===== config.mk =====
export PLATFORM = sky130hd
export DESIGN_NAME = dual_a429_rx
export DESIGN_NICKNAME = d
export VERILOG_FILES = /design/src/rtl/a429_rx_pkg.sv /design/src/rtl/a429_line_front.sv /design/src/rtl/a429_bit_slicer.sv /design/src/rtl/a429_word_framer.sv /design/src/rtl/dual_a429_rx.sv
export SDC_FILE = /design/constraint.sdc
export NUM_CORES = 1
export LEC_CHECK = 0
export ABC_AREA = 1
export CORE_MARGIN = 3
export CORE_UTILIZATION = 40
export DETAILED_ROUTE_END_ITERATION = 16
export RECOVER_POWER = 50
export SLEW_MARGIN = 20
export SYNTH_ARGS = -nofsm -noshare
export SYNTH_HDL_FRONTEND = slang
export SYNTH_HIERARCHICAL = 1
export SYNTH_SLANG_ARGS = --single-unit

===== constraint.sdc =====
create_clock -name clk -period 2.9 [get_ports clk]
set_input_delay 0.29 -clock clk [delete_from_list [all_inputs] [get_ports clk]]
set_output_delay 0.29 -clock clk [all_outputs]
set_load 0.02 [all_outputs]

===== src/rtl/a429_rx_pkg.sv =====
package a429_rx_pkg;
  parameter int unsigned WORD_BITS = 32;
  parameter int unsigned HALF_BITS = 16;

  typedef enum logic [1:0] {
    SYM_NULL = 2'd0,
    SYM_ZERO = 2'd1,
    SYM_ONE  = 2'd2
  } sym_e;

  typedef struct packed {
    logic                 status;
    logic [WORD_BITS-2:0] data;
  } rx_word_t;
endpackage


===== src/rtl/a429_line_front.sv =====
module a429_line_front
  import a429_rx_pkg::*;
#(
  parameter int unsigned SYNC_STAGES = 2
) (
  input  logic clk,
  input  logic rst_n,
  input  logic wire_a,
  input  logic wire_b,
  output sym_e sym
);
  logic [SYNC_STAGES-1:0] sa_q, sb_q;

  always_ff @(posedge clk or negedge rst_n) begin
    if (!rst_n) begin
      sa_q <= '0;
      sb_q <= '0;
    end else begin
      sa_q <= {sa_q[SYNC_STAGES-2:0], wire_a};
      sb_q <= {sb_q[SYNC_STAGES-2:0], wire_b};
    end
  end

  always_comb begin
    unique case ({sa_q[SYNC_STAGES-1], sb_q[SYNC_STAGES-1]})
      2'b10:   sym = SYM_ONE;
      2'b01:   sym = SYM_ZERO;
      default: sym = SYM_NULL;
    endcase
  end
endmodule


===== src/rtl/a429_bit_slicer.sv =====
module a429_bit_slicer
  import a429_rx_pkg::*;
#(
  parameter int unsigned OSR = 10
) (
  input  logic clk,
  input  logic rst_n,
  input  sym_e sym,
  output logic bit_vld,
  output logic bit_val,
  output logic gap
);
  localparam int unsigned WIN_LO   = OSR / 4 - 1;
  localparam int unsigned WIN_HI   = OSR / 4 + 1;
  localparam int unsigned WIN_N    = WIN_HI - WIN_LO + 1;
  localparam int unsigned MAJ      = WIN_N / 2 + 1;
  localparam int unsigned NULL_END = 2 * OSR;
  localparam int unsigned PW       = $clog2(OSR);
  localparam int unsigned NW       = $clog2(NULL_END + 1);
  localparam int unsigned VW       = $clog2(WIN_N + 1);

  logic [PW-1:0] phase_q, cur_phase;
  logic [VW-1:0] votes_q;
  logic [NW-1:0] null_q;
  logic          prev_null_q;
  logic          is_null, is_one;
  logic [VW-1:0] votes_now;

  assign is_null   = (sym == SYM_NULL);
  assign is_one    = (sym == SYM_ONE);
  assign cur_phase = prev_null_q ? '0 : phase_q;
  assign votes_now = votes_q + VW'(is_one);

  always_ff @(posedge clk or negedge rst_n) begin
    if (!rst_n) begin
      phase_q     <= '0;
      votes_q     <= '0;
      null_q      <= '0;
      prev_null_q <= 1'b1;
      bit_vld     <= 1'b0;
      bit_val     <= 1'b0;
      gap         <= 1'b0;
    end else begin
      prev_null_q <= is_null;
      bit_vld     <= 1'b0;
      gap         <= is_null && (null_q == NW'(NULL_END - 1));
      if (is_null) begin
        phase_q <= '0;
        votes_q <= '0;
        if (null_q != NW'(NULL_END)) null_q <= null_q + 1'b1;
      end else begin
        null_q  <= '0;
        phase_q <= (cur_phase == PW'(OSR - 1)) ? cur_phase : cur_phase + 1'b1;
        if (cur_phase < PW'(WIN_LO)) begin
          votes_q <= '0;
        end else if (cur_phase < PW'(WIN_HI)) begin
          votes_q <= votes_now;
        end else if (cur_phase == PW'(WIN_HI)) begin
          bit_vld <= 1'b1;
          bit_val <= (votes_now >= VW'(MAJ));
          votes_q <= '0;
        end
      end
    end
  end

  a_r9_bit_from_active: assert property (@(posedge clk) disable iff (!rst_n)
    bit_vld |-> ($past(sym) != SYM_NULL));
  a_r2_gap_after_null: assert property (@(posedge clk) disable iff (!rst_n)
    gap |-> ($past(sym) == SYM_NULL));
endmodule


===== src/rtl/a429_word_framer.sv =====
module a429_word_framer
  import a429_rx_pkg::*;
#(
  parameter int unsigned SHORT_BITS = 25
) (
  input  logic     clk,
  input  logic     rst_n,
  input  logic     bit_vld,
  input  logic     bit_val,
  input  logic     gap,
  input  logic     len32,
  input  logic     sd_en,
  input  logic     sd_x,
  input  logic     sd_y,
  input  logic [1:0] half_ack,
  output logic     ready,
  output rx_word_t word
);
  localparam int unsigned CW    = $clog2(WORD_BITS + 2);
  localparam int unsigned SHIFT = WORD_BITS - SHORT_BITS;

  logic [WORD_BITS-1:0] sr_q, aligned;
  logic [CW-1:0]        cnt_q, target;
  logic [WORD_BITS-2:0] data_c, dmask;
  logic                 match, store;
  logic [1:0]           got_q, got_n;

  assign target  = len32 ? CW'(WORD_BITS) : CW'(SHORT_BITS);
  assign aligned = len32 ? sr_q : (sr_q >> SHIFT);
  assign dmask   = len32 ? '1 : (WORD_BITS-1)'((64'd1 << (SHORT_BITS - 1)) - 64'd1);
  assign data_c  = aligned[WORD_BITS-2:0] & dmask;
  assign match   = !sd_en || ((data_c[8] == sd_y) && (data_c[9] == sd_x));
  assign store   = gap && (cnt_q == target) && match;
  assign got_n   = got_q | half_ack;

  always_ff @(posedge clk or negedge rst_n) begin
    if (!rst_n) begin
      sr_q  <= '0;
      cnt_q <= '0;
    end else if (gap) begin
      sr_q  <= '0;
      cnt_q <= '0;
    end else if (bit_vld) begin
      sr_q <= {bit_val, sr_q[WORD_BITS-1:1]};
      if (cnt_q != CW'(WORD_BITS + 1)) cnt_q <= cnt_q + 1'b1;
    end
  end

  always_ff @(posedge clk or negedge rst_n) begin
    if (!rst_n) begin
      word  <= '0;
      ready <= 1'b0;
      got_q <= '0;
    end else if (store) begin
      word.data   <= data_c;
      word.status <= ~(^aligned);
      ready       <= 1'b1;
      got_q       <= '0;
    end else if (ready) begin
      if (&got_n) begin
        ready <= 1'b0;
        got_q <= '0;
      end else begin
        got_q <= got_n;
      end
    end
  end

  a_r7_count_bound: assert property (@(posedge clk) disable iff (!rst_n)
    cnt_q <= CW'(WORD_BITS + 1));
  a_r7_bad_len_drop: assert property (@(posedge clk) disable iff (!rst_n)
    (gap && (cnt_q != target)) |=> $stable(word));
  a_r12_hold_mid_word: assert property (@(posedge clk) disable iff (!rst_n)
    !gap |=> $stable(word));
  a_r2_ready_after_gap: assert property (@(posedge clk) disable iff (!rst_n)
    $rose(ready) |-> $past(gap));
endmodule


===== src/rtl/dual_a429_rx.sv =====
module dual_a429_rx
  import a429_rx_pkg::*;
#(
  parameter int unsigned OSR         = 10,
  parameter int unsigned SHORT_BITS  = 25,
  parameter int unsigned SYNC_STAGES = 2
) (
  input  logic        clk,
  input  logic        rst_n,
  input  logic [1:0]  line_a,
  input  logic [1:0]  line_b,
  input  logic        tx_a,
  input  logic        tx_b,
  input  logic        cfg_len32,
  input  logic        cfg_selftest_n,
  input  logic [1:0]  cfg_sd_en,
  input  logic [1:0]  cfg_sd_x,
  input  logic [1:0]  cfg_sd_y,
  input  logic        rd_sel,
  input  logic [1:0]  rd_en,
  output logic [15:0] rd_data,
  output logic [1:0]  ready
);
  localparam int unsigned NCH = 2;

  rx_word_t   words [NCH];
  logic [1:0] acks  [NCH];
  logic [NCH-1:0] drive;
  logic [HALF_BITS-1:0] halves [NCH][2];

  assign drive[0] = rd_en[0];
  assign drive[1] = rd_en[1] & ~rd_en[0];

  for (genvar c = 0; c < NCH; c++) begin : g_ch
    logic in_a, in_b, bv, bval, gp;
    sym_e sym;

    if (c == 0) begin : g_true
      assign in_a = cfg_selftest_n ? line_a[c] : tx_a;
      assign in_b = cfg_selftest_n ? line_b[c] : tx_b;
    end else begin : g_inv
      assign in_a = cfg_selftest_n ? line_a[c] : tx_b;
      assign in_b = cfg_selftest_n ? line_b[c] : tx_a;
    end

    assign acks[c] = drive[c] ? (rd_sel ? 2'b10 : 2'b01) : 2'b00;
    assign halves[c][0] = {words[c].data[14:8], words[c].status, words[c].data[7:0]};
    assign halves[c][1] = words[c].data[WORD_BITS-2:HALF_BITS-1];

    a429_line_front #(.SYNC_STAGES(SYNC_STAGES)) u_front (
      .clk(clk), .rst_n(rst_n), .wire_a(in_a), .wire_b(in_b), .sym(sym));

    a429_bit_slicer #(.OSR(OSR)) u_slice (
      .clk(clk), .rst_n(rst_n), .sym(sym),
      .bit_vld(bv), .bit_val(bval), .gap(gp));

    a429_word_framer #(.SHORT_BITS(SHORT_BITS)) u_frame (
      .clk(clk), .rst_n(rst_n), .bit_vld(bv), .bit_val(bval), .gap(gp),
      .len32(cfg_len32), .sd_en(cfg_sd_en[c]), .sd_x(cfg_sd_x[c]),
      .sd_y(cfg_sd_y[c]), .half_ack(acks[c]),
      .ready(ready[c]), .word(words[c]));
  end

  always_comb begin
    rd_data = '0;
    for (int c = 0; c < NCH; c++)
      if (drive[c]) rd_data = halves[c][rd_sel];
  end

  a_r13_idle_bus: assert property (@(posedge clk) disable iff (!rst_n)
    (rd_en == 2'b00) |-> (rd_data == 16'h0000));
  a_r13_one_driver: assert property (@(posedge clk) disable iff (!rst_n)
    $onehot0(drive));
  a_r8_clear_needs_read: assert property (@(posedge clk) disable iff (!rst_n)
    $fell(ready[0]) |-> $past(rd_en[0]));
endmodule


==> impl_metrics.ini <==
[global_routing]
grt_busiest_layer = met2
grt-ovfl-total = 0
use_met3 = 0.03103
grt_pass1_wl_mm = 45.80
grt_pass1_vias = 8991
antenna_found_initial = 0
grt.total_usage = 0.1950
grt_max_degree = 76
met1_usage = 0.2879
grtUsageMet2 = 0.2963

[clocking]
cts_buffer_depth = 2
postCtsSetupBuffers = 0
cts-root-buf = clkbuf_16
post_cts_resized = 0
clk_pin_slew_ps = 70
cts_tree = done
numCtsBuffers = 17
cts_sinks = 184
htreeDepth = 4
hold_buffers = 1
clkLatencyLatePin_ps = 440

[timing]
setup_tns_ps = 0
finalCritPeriodShare = 0.8158
worstMarginPinSlew_ps = 1814
finalSetupViolCount = 0
skew_ps = 12.33
slew_headroom = -0.2095
rsz0062_at_grt = false
period_minus_slack_ps = 2366
finalHoldViolCount = 0
slew_viol_final = 67
fmax_ghz = 0.4227
setup_ws_ps = 534.2

[cells_and_area]
fin_nets = 1635
layout_common_cells = 731 x nand2_1, 182 x dfrtp_1, 146 x inv_1, 146 x o21ai_0, 119 x nand3_1
area_growth_pct = 9.331
final_core_util = 0.4521
multiInputGateArea_sq_um = 5202
layout-drive-gt1-share = 0.05208
regArea_sq_um = 4607
fill_cells = 2738
diodes = 0
final_cells = 1948
fin_area_sq_um = 11950
final_common_cell = nand2_1

[worst_setup_path]
worstSetupEndpointType = output pin
critPathLaunchType = input pin
crit_start = rd_sel
crit_arrival_ps = 2080
path_max_fanout = 36
crit_type = input pin to output pin
r2r-start = g_ch[0].u_slice/gap$_DFF_PN0_
crit_required_ps = 2610

[floorplan]
dieHeight_microns = 171.3
start_util = 0.4135
die_area_sq_um = 29340
rows = 59
core-area_sq_um = 26430
dieWidth_microns = 171.3
io_pins = 37

[power_and_ir_drop]
comb_power_share = 0.107
intPower_mw = 3.998
leakage_nw = 6.195
clockPowerShare = 0.406
p_sw_frac = 0.2864
ir_drop_v = 0.0003578
seqPwrFrac = 0.487
power.density_nw_per_um2 = 468.8
p_sw_mw = 1.604

[placed_design]
dp_cells = 1915
place_area_sq_um = 11410
portBuffers = 36
hpwl_mm = 19.67
dp_worst_setup_slack_ps = 540.1
place.gp.congestion = 0.8526

[drt]
wl_mm = 27.34
drc = 0
vias = 9731
viasPerCell = 4.995
drtPass1Iterations = 5
avgRoutedWirePerCell_microns = 14.04
drt_iter0_markers = 919
final_antenna_net_count = 0

[flow_run]
drv_cap = 1

[synth]
yosysTopAreaCell = dfrtp_1
synth_area_sq_um = 10930
yosys_warnings = 6
netlist_top_cells_area = dfrtp_1 42%, nand2_1 25%, o21ai_0 6.7%, nand3_1 5.4%, inv_1 5.0%
yosysSeqAreaShare = 0.4215
yosysUniqueCellTypes = 37
syn_inst = 1594
synth_nets = 1629
synth_top_area_frac = 0.4167
syn_area_per_cell_sq_um = 6.856
synth_seq_cells = 184

[min_path]
min-delay-path-class = register to register
hold_start = g_ch[1].u_front/sa_q[0]$_DFF_PN0_

[outcome]
failed_checks = capacitance limit, slew limit
status = finished, violations left
## path summary, 6_finish.rpt
path,end,slack [ps],cells past startpoint
min in group asynchronous,g_ch[0].u_slice/null_q[1]$_DFFE_PN0P_,890,2
worst min register to register,g_ch[1].u_front/sa_q[1]$_DFF_PN0_,350,0
worst min-delay path,g_ch[1].u_front/sa_q[1]$_DFF_PN0_,350,0
worst max-delay path,rd_data[2],530,8
worst max register to register,g_ch[0].u_frame/sr_q[23]$_DFFE_PN0P_,880,3
max in group asynchronous,g_ch[1].u_frame/sr_q[1]$_DFFE_PN0P_,830,3
## kinds of logic after synthesis
logic type,count (synthesis),synth area share
compound gates,223,0.1056
xor+xnor,8,0.006411
fa+ha+maj,16,0.01832
buf+inv,226,0.1015
flops,184,0.4215
simple gates,937,0.3467
## state kept, by name (all words and copies together) (netlist names), 4 cells and up
register / flops
g_ch.u_frame/sr_q: 64
g_ch.u_frame/cnt_q: 12
g_ch.u_front/sa_q: 4
g_ch.u_frame/word: 64
g_ch.u_slice/phase_q: 8
g_ch.u_frame/got_q: 4
g_ch.u_slice/null_q: 10
g_ch.u_front/sb_q: 4
g_ch.u_slice/votes_q: 4
## layer usage
layer,vias to the layer above,share of wire
met4,0,0.021
met3,31,0.051
met1,4470,0.50
li1,5018,-
met5,-,0
met2,212,0.43
## through the flow
step,power (mW),hold WS [ps]
finish,5.602,348.4
global route,5.892,356.3
CTS,5.689,350.5
detailed placement,3.393,334.7
global placement,3.380,331.6
floorplan,3.186,-5.591
## worst max-delay path, cell delays in order
cell and delay (ps):
clkdlybuf4s50_1 450, buf_12 180, inv_4 240, nand2_1 100, nand2_1 70, nand2_1 40, nand2_1 80, clkdlybuf4s50_1 600
## synth_stat cells
| master | n |
|---|---|
| nor2_4 | 2 |
| dfstp_2 | 2 |
| buf_1 | 3 |
| a21oi_1 | 17 |
| buf_2 | 6 |
| buf_4 | 16 |
| inv_6 | 1 |
| o22ai_1 | 1 |
| inv_2 | 6 |
| buf_6 | 22 |
| clkbuf_1 | 19 |
| clkinv_1 | 1 |
| nor3_1 | 10 |
| nor2_2 | 3 |
| o31ai_1 | 3 |
| nand3_2 | 2 |
| or2_0 | 1 |
| nand2_1 | 733 |
| o21ai_2 | 4 |
| a211oi_1 | 2 |
| inv_1 | 146 |
| ha_1 | 16 |
| nand3_1 | 119 |
| nand2_4 | 1 |
| nor3_4 | 2 |
| nand2_2 | 7 |
| a31oi_1 | 3 |
| nand4_1 | 7 |
| inv_4 | 5 |
| buf_8 | 1 |
| o21a_1 | 2 |
| nor4_1 | 2 |
| nor2_1 | 48 |
| dfrtp_1 | 182 |
| o21ai_1 | 45 |
| o21ai_0 | 146 |
| xor2_1 | 8 |
## area by class of cell
class / count / area share
Multi-Input combinational cell: 1184 / 0.4354
Clock buffer: 18 / 0.03592
Timing Repair Buffer: 54 / 0.04597
Inverter: 159 / 0.05120
Clock inverter: 14 / 0.01089
Tap cell: 335 / 0.03508
Sequential cell: 184 / 0.3855
## power by group through the flow
| stage | clock network, mW | logic [mW] | registers [mW] |
|---|---|---|---|
| after floorplan | 0 | 0.428 | 2.76 |
| after global placement | 0 | 0.601 | 2.78 |
| after detailed placement | 0 | 0.612 | 2.78 |
| after CTS | 2.34 | 0.615 | 2.73 |
| after global routing | 2.45 | 0.700 | 2.74 |
| final | 2.27 | 0.600 | 2.73 |
Note: power is estimated with default switching activity, not from simulation.
